`config.mk`:
```
export PLATFORM = sky130hd
export DESIGN_NAME = pwm_trip_guard
export DESIGN_NICKNAME = d
export VERILOG_FILES = /design/src/rtl/ptg_pkg.sv /design/src/rtl/ptg_sync.sv /design/src/rtl/ptg_ctrl.sv /design/src/rtl/ptg_outmux.sv /design/src/rtl/pwm_trip_guard.sv
export SDC_FILE = /design/constraint.sdc
export NUM_CORES = 1
export LEC_CHECK = 0
export ABC_AREA = 1
export BUFFER_PORTS_ARGS = -buffer_cell sky130_fd_sc_hd__buf_2
export CAP_MARGIN = 0
export CORE_MARGIN = 3
export CORE_UTILIZATION = 40
export CTS_CLUSTER_SIZE = 40
export DETAILED_ROUTE_END_ITERATION = 10
export GPL_TIMING_DRIVEN = 0
export PLACE_DENSITY = 0.84
export SLEW_MARGIN = 20
export SYNTH_ARGS = -nofsm -noshare
export SYNTH_HDL_FRONTEND = slang
export SYNTH_SLANG_ARGS = --single-unit
```
`constraint.sdc`:
```
create_clock -name clk -period 1.5 [get_ports clk]
set_input_delay 0.075 -clock clk [delete_from_list [all_inputs] [get_ports clk]]
set_output_delay 0.075 -clock clk [all_outputs]
set_load 0.005 [all_outputs]
```
`src/rtl/ptg_pkg.sv`:
```
package ptg_pkg;
  typedef enum logic [1:0] {
    ACT_LOW  = 2'd0,
    ACT_HIGH = 2'd1,
    ACT_HIZ  = 2'd2,
    ACT_PASS = 2'd3
  } actCode_t;

  typedef struct packed {
    logic oneShotOn;
    logic cycleOn;
  } tripStrobe_t;
endpackage

```
`src/rtl/ptg_sync.sv`:
```
module ptg_sync #(
  parameter int WIDTH = 6
) (
  input  logic             clk,
  input  logic             rstN,
  input  logic [WIDTH-1:0] asyncN,
  output logic [WIDTH-1:0] syncN
);
  logic [WIDTH-1:0] stage1;

  always_ff @(posedge clk or negedge rstN) begin
    if (!rstN) begin
      stage1 <= '1;
      syncN  <= '1;
    end else begin
      stage1 <= asyncN;
      syncN  <= stage1;
    end
  end
endmodule

```
`src/rtl/ptg_ctrl.sv`:
```
module ptg_ctrl
  import ptg_pkg::*;
#(
  parameter int NUM_SRC = 6
) (
  input  logic               clk,
  input  logic               rstN,
  input  logic [NUM_SRC-1:0] faultSyncN,
  input  logic [NUM_SRC-1:0] oneShotEn,
  input  logic [NUM_SRC-1:0] cycleEn,
  input  logic               cycleStart,
  input  logic               clrOneShot,
  input  logic               clrCycle,
  input  logic               clrInt,
  output tripStrobe_t        strobe,
  output logic               oneShotFlag,
  output logic               cycleFlag,
  output logic               irq
);
  logic [NUM_SRC-1:0] faultOn;
  logic oneShotHit, cycleHit;
  logic oneShotLatch, cycleLatch, cycleSticky, intSticky;

  assign faultOn    = ~faultSyncN;
  assign oneShotHit = |(faultOn & oneShotEn);
  assign cycleHit   = |(faultOn & cycleEn);

  always_ff @(posedge clk or negedge rstN) begin
    if (!rstN) begin
      oneShotLatch <= 1'b0;
      cycleLatch   <= 1'b0;
      cycleSticky  <= 1'b0;
      intSticky    <= 1'b0;
    end else begin
      oneShotLatch <= oneShotHit | (oneShotLatch & ~clrOneShot);
      cycleLatch   <= cycleHit   | (cycleLatch & ~cycleStart);
      cycleSticky  <= cycleHit   | (cycleSticky & ~clrCycle);
      intSticky    <= oneShotHit | cycleHit | (intSticky & ~clrInt);
    end
  end

  assign strobe.oneShotOn = oneShotLatch | oneShotHit;
  assign strobe.cycleOn   = cycleLatch | cycleHit;
  assign oneShotFlag      = oneShotLatch;
  assign cycleFlag        = cycleSticky;
  assign irq              = intSticky;
endmodule

```
`src/rtl/ptg_outmux.sv`:
```
module ptg_outmux
  import ptg_pkg::*;
#(
  parameter int NUM_OUT = 2,
  localparam int ACT_W = 2 * NUM_OUT
) (
  input  logic [NUM_OUT-1:0] pwmIn,
  input  logic [ACT_W-1:0]   oneShotAct,
  input  logic [ACT_W-1:0]   cycleAct,
  input  tripStrobe_t        strobe,
  output logic [NUM_OUT-1:0] pwmOut,
  output logic [NUM_OUT-1:0] pwmOe
);
  for (genvar i = 0; i < NUM_OUT; i++) begin : g_out
    actCode_t sel;
    always_comb begin
      if (strobe.oneShotOn)    sel = actCode_t'(oneShotAct[2*i +: 2]);
      else if (strobe.cycleOn) sel = actCode_t'(cycleAct[2*i +: 2]);
      else                     sel = ACT_PASS;
      case (sel)
        ACT_LOW:  begin pwmOut[i] = 1'b0;     pwmOe[i] = 1'b1; end
        ACT_HIGH: begin pwmOut[i] = 1'b1;     pwmOe[i] = 1'b1; end
        ACT_HIZ:  begin pwmOut[i] = 1'b0;     pwmOe[i] = 1'b0; end
        default:  begin pwmOut[i] = pwmIn[i]; pwmOe[i] = 1'b1; end
      endcase
    end
  end
endmodule

```
`src/rtl/pwm_trip_guard.sv`:
```
module pwm_trip_guard
  import ptg_pkg::*;
#(
  parameter int NUM_SRC = 6,
  parameter int NUM_OUT = 2,
  localparam int ACT_W = 2 * NUM_OUT
) (
  input  logic               clk,
  input  logic               rstN,
  input  logic [NUM_SRC-1:0] faultN,
  input  logic [NUM_OUT-1:0] pwmIn,
  input  logic               cycleStart,
  input  logic [NUM_SRC-1:0] oneShotEn,
  input  logic [NUM_SRC-1:0] cycleEn,
  input  logic [ACT_W-1:0]   oneShotAct,
  input  logic [ACT_W-1:0]   cycleAct,
  input  logic               clrOneShot,
  input  logic               clrCycle,
  input  logic               clrInt,
  output logic [NUM_OUT-1:0] pwmOut,
  output logic [NUM_OUT-1:0] pwmOe,
  output logic               oneShotFlag,
  output logic               cycleFlag,
  output logic               irq
);
  logic [NUM_SRC-1:0] faultSyncN;
  tripStrobe_t        strobe;

  ptg_sync #(.WIDTH(NUM_SRC)) u_sync (
    .clk(clk), .rstN(rstN), .asyncN(faultN), .syncN(faultSyncN)
  );

  ptg_ctrl #(.NUM_SRC(NUM_SRC)) u_ctrl (
    .clk(clk), .rstN(rstN), .faultSyncN(faultSyncN),
    .oneShotEn(oneShotEn), .cycleEn(cycleEn), .cycleStart(cycleStart),
    .clrOneShot(clrOneShot), .clrCycle(clrCycle), .clrInt(clrInt),
    .strobe(strobe), .oneShotFlag(oneShotFlag), .cycleFlag(cycleFlag),
    .irq(irq)
  );

  ptg_outmux #(.NUM_OUT(NUM_OUT)) u_mux (
    .pwmIn(pwmIn), .oneShotAct(oneShotAct), .cycleAct(cycleAct),
    .strobe(strobe), .pwmOut(pwmOut), .pwmOe(pwmOe)
  );
endmodule

```
Word level (Yosys, flattened, before mapping):

Index checks and enable logic that the tools add are counted.
W data, S select, Z words.

* equal/unequal tests: 4
* muxes and demuxes: 8
* bitwise gates (word level): 18
* reduce and logical (&&, ||, !) cells: 6

Operators by type and width (number)
* $and A6 B6 Y6: 2
* $reduce_or A6 Y1: 2
* $mux W2: 4
* $or A1 B1 Y1: 7
* $not A6 Y6: 1
* $and A1 B1 Y1: 4
* $eq A2 B1 Y1 const B: 2
* $eq A2 B2 Y1 const B: 2
* $logic_not A2 Y1: 2
* $not A1 Y1: 4
* $pmux W1 S2: 2
* $reduce_or A2 Y1: 2
* $mux W1: 2

* bits in registers: 16
* bits of input ports: 34
* output and inout port bits: 7

Longest topological paths before layout:

* word-level depth: 9
* gate-level depth with buffers: 11
* gate-level depth less buffers: 11

By module:

From an unflattened synthesis, not the netlist that was laid out.

* cells, all modules: 81
* area total of the unflattened synthesis: 750.7 um^2

By module, submodules not included
* ptg_sync: instances 1, cells an instance 12, area an instance 315.3 um^2, seq. area each 315.3 um^2
* ptg_ctrl: instances 1, cells an instance 43, area an instance 307.8 um^2, seq. area each 100.1 um^2
* ptg_outmux: instances 1, cells an instance 26, area an instance 127.6 um^2, seq. area each 0.0 um^2

Worst setup path after synthesis:

OpenSTA, ideal clock, no wires.

* path kind: register -> output
* from: reg u_sync.syncN[5]
* to: out pwmOut[0]
* data arrival time: 1141 ps
* data required time: 1425 ps
* slack: 284 ps
* stages on the path, launching flop included: 11
* cell sequence: dfstp_2 > inv_1 > nand2_1 > nand2_1 > nor2_2 > nand2_2 > nor2_4 > nand3_1 > nand3_1 > nand2_1 > inv_1

* cells in the longest elaborated chain, start to end: 9
* elaborated cells on any way between the ends: 14
* those cells by class: eq/ne (2); mux (3); bitwise (5); reduce/logical (4)

Ends and longest elaborated chain
* start, declared: RTL line ptg_sync.sv:7 `output logic [WIDTH-1:0] syncN`
* start signal, assigned: RTL line ptg_sync.sv:17 `syncN <= stage1;`
* $not A6 Y6 *: RTL line ptg_ctrl.sv:24 `assign faultOn = ~faultSyncN;`
* $and A6 B6 Y6: RTL line ptg_ctrl.sv:26 `assign cycleHit = |(faultOn & cycleEn);`
* $reduce_or A6 Y1: RTL line ptg_ctrl.sv:26
* $or A1 B1 Y1: RTL line ptg_ctrl.sv:43 `assign strobe.cycleOn = cycleLatch | cycleHit;`
* $mux W2: RTL line ptg_outmux.sv:18 `else if (strobe.cycleOn) sel = actCode_t'(cycleAct[2*i +: 2]);`
* $mux W2 *: RTL line ptg_outmux.sv:17 `if (strobe.oneShotOn) sel = actCode_t'(oneShotAct[2*i +: 2]);`
* $eq A2 B2 Y1 / $logic_not A2 Y1 (equally long branches): RTL line ptg_outmux.sv:20 `case (sel)`
* $reduce_or A2 Y1 (no source line)
* $pmux W1 S2 *: RTL line ptg_outmux.sv:20
* end, declared: RTL line pwm_trip_guard.sv:20 `output logic [NUM_OUT-1:0] pwmOut,`

Mark *: on every way between the ends. The rest lies on a longest branch, timed or not.

Worst setup path after layout:

* from: reg u_sync.syncN[3]
* to: out pwmOut[0]

Same word-level chain as after synthesis.

==> flow_summary.toml <==
[layout]
antenna-diode-count = 0
drive_gt1_share_pct = 52.1
nets = 179
regArea_um2 = 415
total_area_of_multi_input_combinational_cells_um2 = 240
area_growth_syn_to_layout_pct = 53.3
finalNonFillerCells = 168
fill_cells = 115

[setup_path]
crit_path_end_kind = "output pin"
r2r_cells = 8
worstPathArrival_ns = 1.65
critical_path.reg2reg.endpoint = "u_ctrl.irq"
cp_data_required_time_ns = 1.42
regToRegSetupSlack_ns = 0.21
timing.critical_path.from_type = "flop"
r2r-start = "u_sync.syncN[3]"
worstSetupPathType = "flop to output pin"
crit_path_max_fanout = 4

[logic_synthesis]
synthCells = 88
yosysWarningCount = 0
ys_ff_latch = 16
mappedNetlistNets = 122
synthesis.area_per_instance_um2 = 8.40
synth_sequential_area_ratio_pct = 56.2
yosysUniqueCellTypes = 15
synth_area_um2 = 739

[clock_tree]
clkTransAtPathRegs_ns = 0.09
tritoncts = "done"
cts_inserted_buffers = 3
clk_path_buf_depth = 2
clock_sink_count = 16
clockRootBuffer = "sky130_fd_sc_hd__clkbuf_4"
cts_htree_levels = 1
clk-insertion-delay-late_ns = 0.27

[route]
postRouteAntennaNets = 0
detailroute.via_count = 728
routed_via_density = 4.33
detailedRoute.firstIterationViolations = 15
wl_per_cell_um = 11.5
detailedRoute.firstPassIterationCount = 4
routed_wirelength_um = 1930
drt_drc_violations_left = 0

[job]
cap_violations = 0

[place]
place.gp.congestion = 0.735
placed_cells_incl_taps = 152
port_buffers = 40
place_hpwl_um = 1330
placement.setup.worst_slack_ns = 0.0758

[timing]
timing.final.max_slew_violations = 0
finalCritPeriodShare_pct = 115
maximum_clock_frequency_mhz = 580
timing.max_slew.rel_slack_pct = 78.3
tightest_slew_ns = 0.325
grt_setup_unrepaired = "yes"
post-route-min-period_ns = 1.72
hold_violations = 0
postLayoutSetupSlackWorst_ns = -0.223
clock_skew_ns = 0.00523
setup_viol = 4

[global_route]
grt_max_degree = 17
groute.usage.overall_pct = 17.3
initial_antenna_violation_count = 0
grt_overflow_total = 0
first_pass_grt_wire_length_um = 3280
first_global_vias = 789

[die]
placeableCoreArea_mm2 = 0.00161
start_util_pct = 45.9
io_pins = 41
floorplan.die.width_um = 49.0
die_area_mm2 = 0.00240
placement_rows = 14
dieHeight_um = 49.0

[power_and_ir_drop]
total_leakage_power_nw = 0.663
irDropWorstVdd_mv = 0.615
power.density_mw_per_mm2 = 799

[worst_hold_path]
worst_hold_path_type = "primary input to asynchronous set/reset pin"

[status]
failed_checks = "setup timing"
run_status = "finished, violations left"
routing by layer:
metal / part of all wire (%) / track usage, %
met1: 32 / 18.7
met3: 3.4 / 1.53
met5: 0 / 0
met4: 1.4 / 4.27
met2: 63 / 35.1
where the power goes:
part	switching (mW)	internal, mW
combinational	0.0765	0.0833
clock	0.123	0.147
sequential	0.0101	0.465
total	0.210	0.696
cells in the final DEF (no fill, tap or decap), types with 4 or more instances in the layout:
cell type,n
sky130_fd_sc_hd__dlygate4sd3_1,11
sky130_fd_sc_hd__dfrtp_1,4
sky130_fd_sc_hd__dfstp_2,12
sky130_fd_sc_hd__nand2_1,24
sky130_fd_sc_hd__inv_2,6
sky130_fd_sc_hd__buf_2,40
sky130_fd_sc_hd__nand2_2,5
sky130_fd_sc_hd__inv_1,19
through the flow:
step	util (%)	total power, mW	setup TNS, ns	area, um^2	hold slack, ns
after floorplan	-	0.539	0	739	-0.221
after global placement	60.2	0.604	0	970	-0.0210
final	70.3	0.906	-0.781	1130	0.219
after CTS	69.9	0.907	-0.772	1130	0.223
after detailed placement	60.2	0.611	0	970	-0.00806
after global routing	70.3	0.977	-1.41	1130	0.239
worst max-delay path, stage by stage, from the launching register on:
cell                      delay (ns)
sky130_fd_sc_hd__dfstp_2        0.53
sky130_fd_sc_hd__inv_2          0.03
sky130_fd_sc_hd__nand2_1        0.05
sky130_fd_sc_hd__nand2_1        0.06
sky130_fd_sc_hd__nor2_2         0.09
sky130_fd_sc_hd__nand2_2        0.09
sky130_fd_sc_hd__inv_2          0.09
sky130_fd_sc_hd__nand2_4        0.07
sky130_fd_sc_hd__nand2_2        0.07
sky130_fd_sc_hd__nand3_1        0.08
sky130_fd_sc_hd__nand2_1        0.06
sky130_fd_sc_hd__inv_1          0.03
sky130_fd_sc_hd__buf_2          0.12
cells in the mapped netlist:
master	instances	share of area, %
sky130_fd_sc_hd__dfrtp_1	4	14
sky130_fd_sc_hd__dfstp_2	12	43
sky130_fd_sc_hd__inv_1	23	12
sky130_fd_sc_hd__inv_2	2	1.0
sky130_fd_sc_hd__nand2_1	26	13
sky130_fd_sc_hd__nand2_2	3	2.5
sky130_fd_sc_hd__nand2_4	1	1.5
sky130_fd_sc_hd__nand3_1	4	2.7
sky130_fd_sc_hd__nand3_2	1	1.4
sky130_fd_sc_hd__nand4_1	2	1.7
sky130_fd_sc_hd__nor2_1	2	1.0
sky130_fd_sc_hd__nor2_2	3	2.5
sky130_fd_sc_hd__nor2_4	1	1.5
sky130_fd_sc_hd__o211ai_1	1	1.0
sky130_fd_sc_hd__o21ai_1	3	2.0
layout make-up:
type / instances / share of cell area [%]
Clock buffer: 4 / 3.20
Inverter: 25 / 8.28
Multi-Input combinational cell: 47 / 21.2
Sequential cell: 16 / 36.6
Tap cell: 24 / 2.65
Timing Repair Buffer: 52 / 28.0
registers in the layout, indices dropped and copies added (netlist names):
register            cells
u_ctrl.cycleLatch       1
u_ctrl.irq              1
u_ctrl.cycleFlag        1
u_sync.stage1           6
u_ctrl.oneShotFlag      1
u_sync.syncN            6
timing repair:
item                                    in CTS  in global routing
endpoints found under the setup margin       4                  4
pin swaps                                    2                  2
resized for setup                            2                  5
gates cloned                                 0                  0
hold buffers                                11                  0
setup buffers                                1                  0
endpoints found under the hold margin       26                  0
cell families (layout without fill, tap and decap cells):
group | Yosys count | in the layout | share of synthesized area, %
AO/OA/AOI/OAI | 4 | 4 | 3.05
buffers and inverters | 25 | 81 | 12.7
flip-flops | 16 | 16 | 56.2
AND/OR/NAND/NOR | 43 | 43 | 28.1
how the worst max path moves through the flow:
stage	start	to	slack, ns	cells past startpoint
after floorplan	u_sync.syncN[5]	pwmOut[0]	0.28	10
after global placement	u_sync.syncN[3]	pwmOut[0]	0.12	12
after detailed placement	u_sync.syncN[3]	pwmOut[0]	0.08	12
after CTS	u_sync.syncN[3]	pwmOut[0]	-0.22	12
after global routing	u_sync.syncN[2]	pwmOut[1]	-0.39	12
final	u_sync.syncN[3]	pwmOut[0]	-0.22	12
No activity file was read; power rests on OpenSTA's default activity.
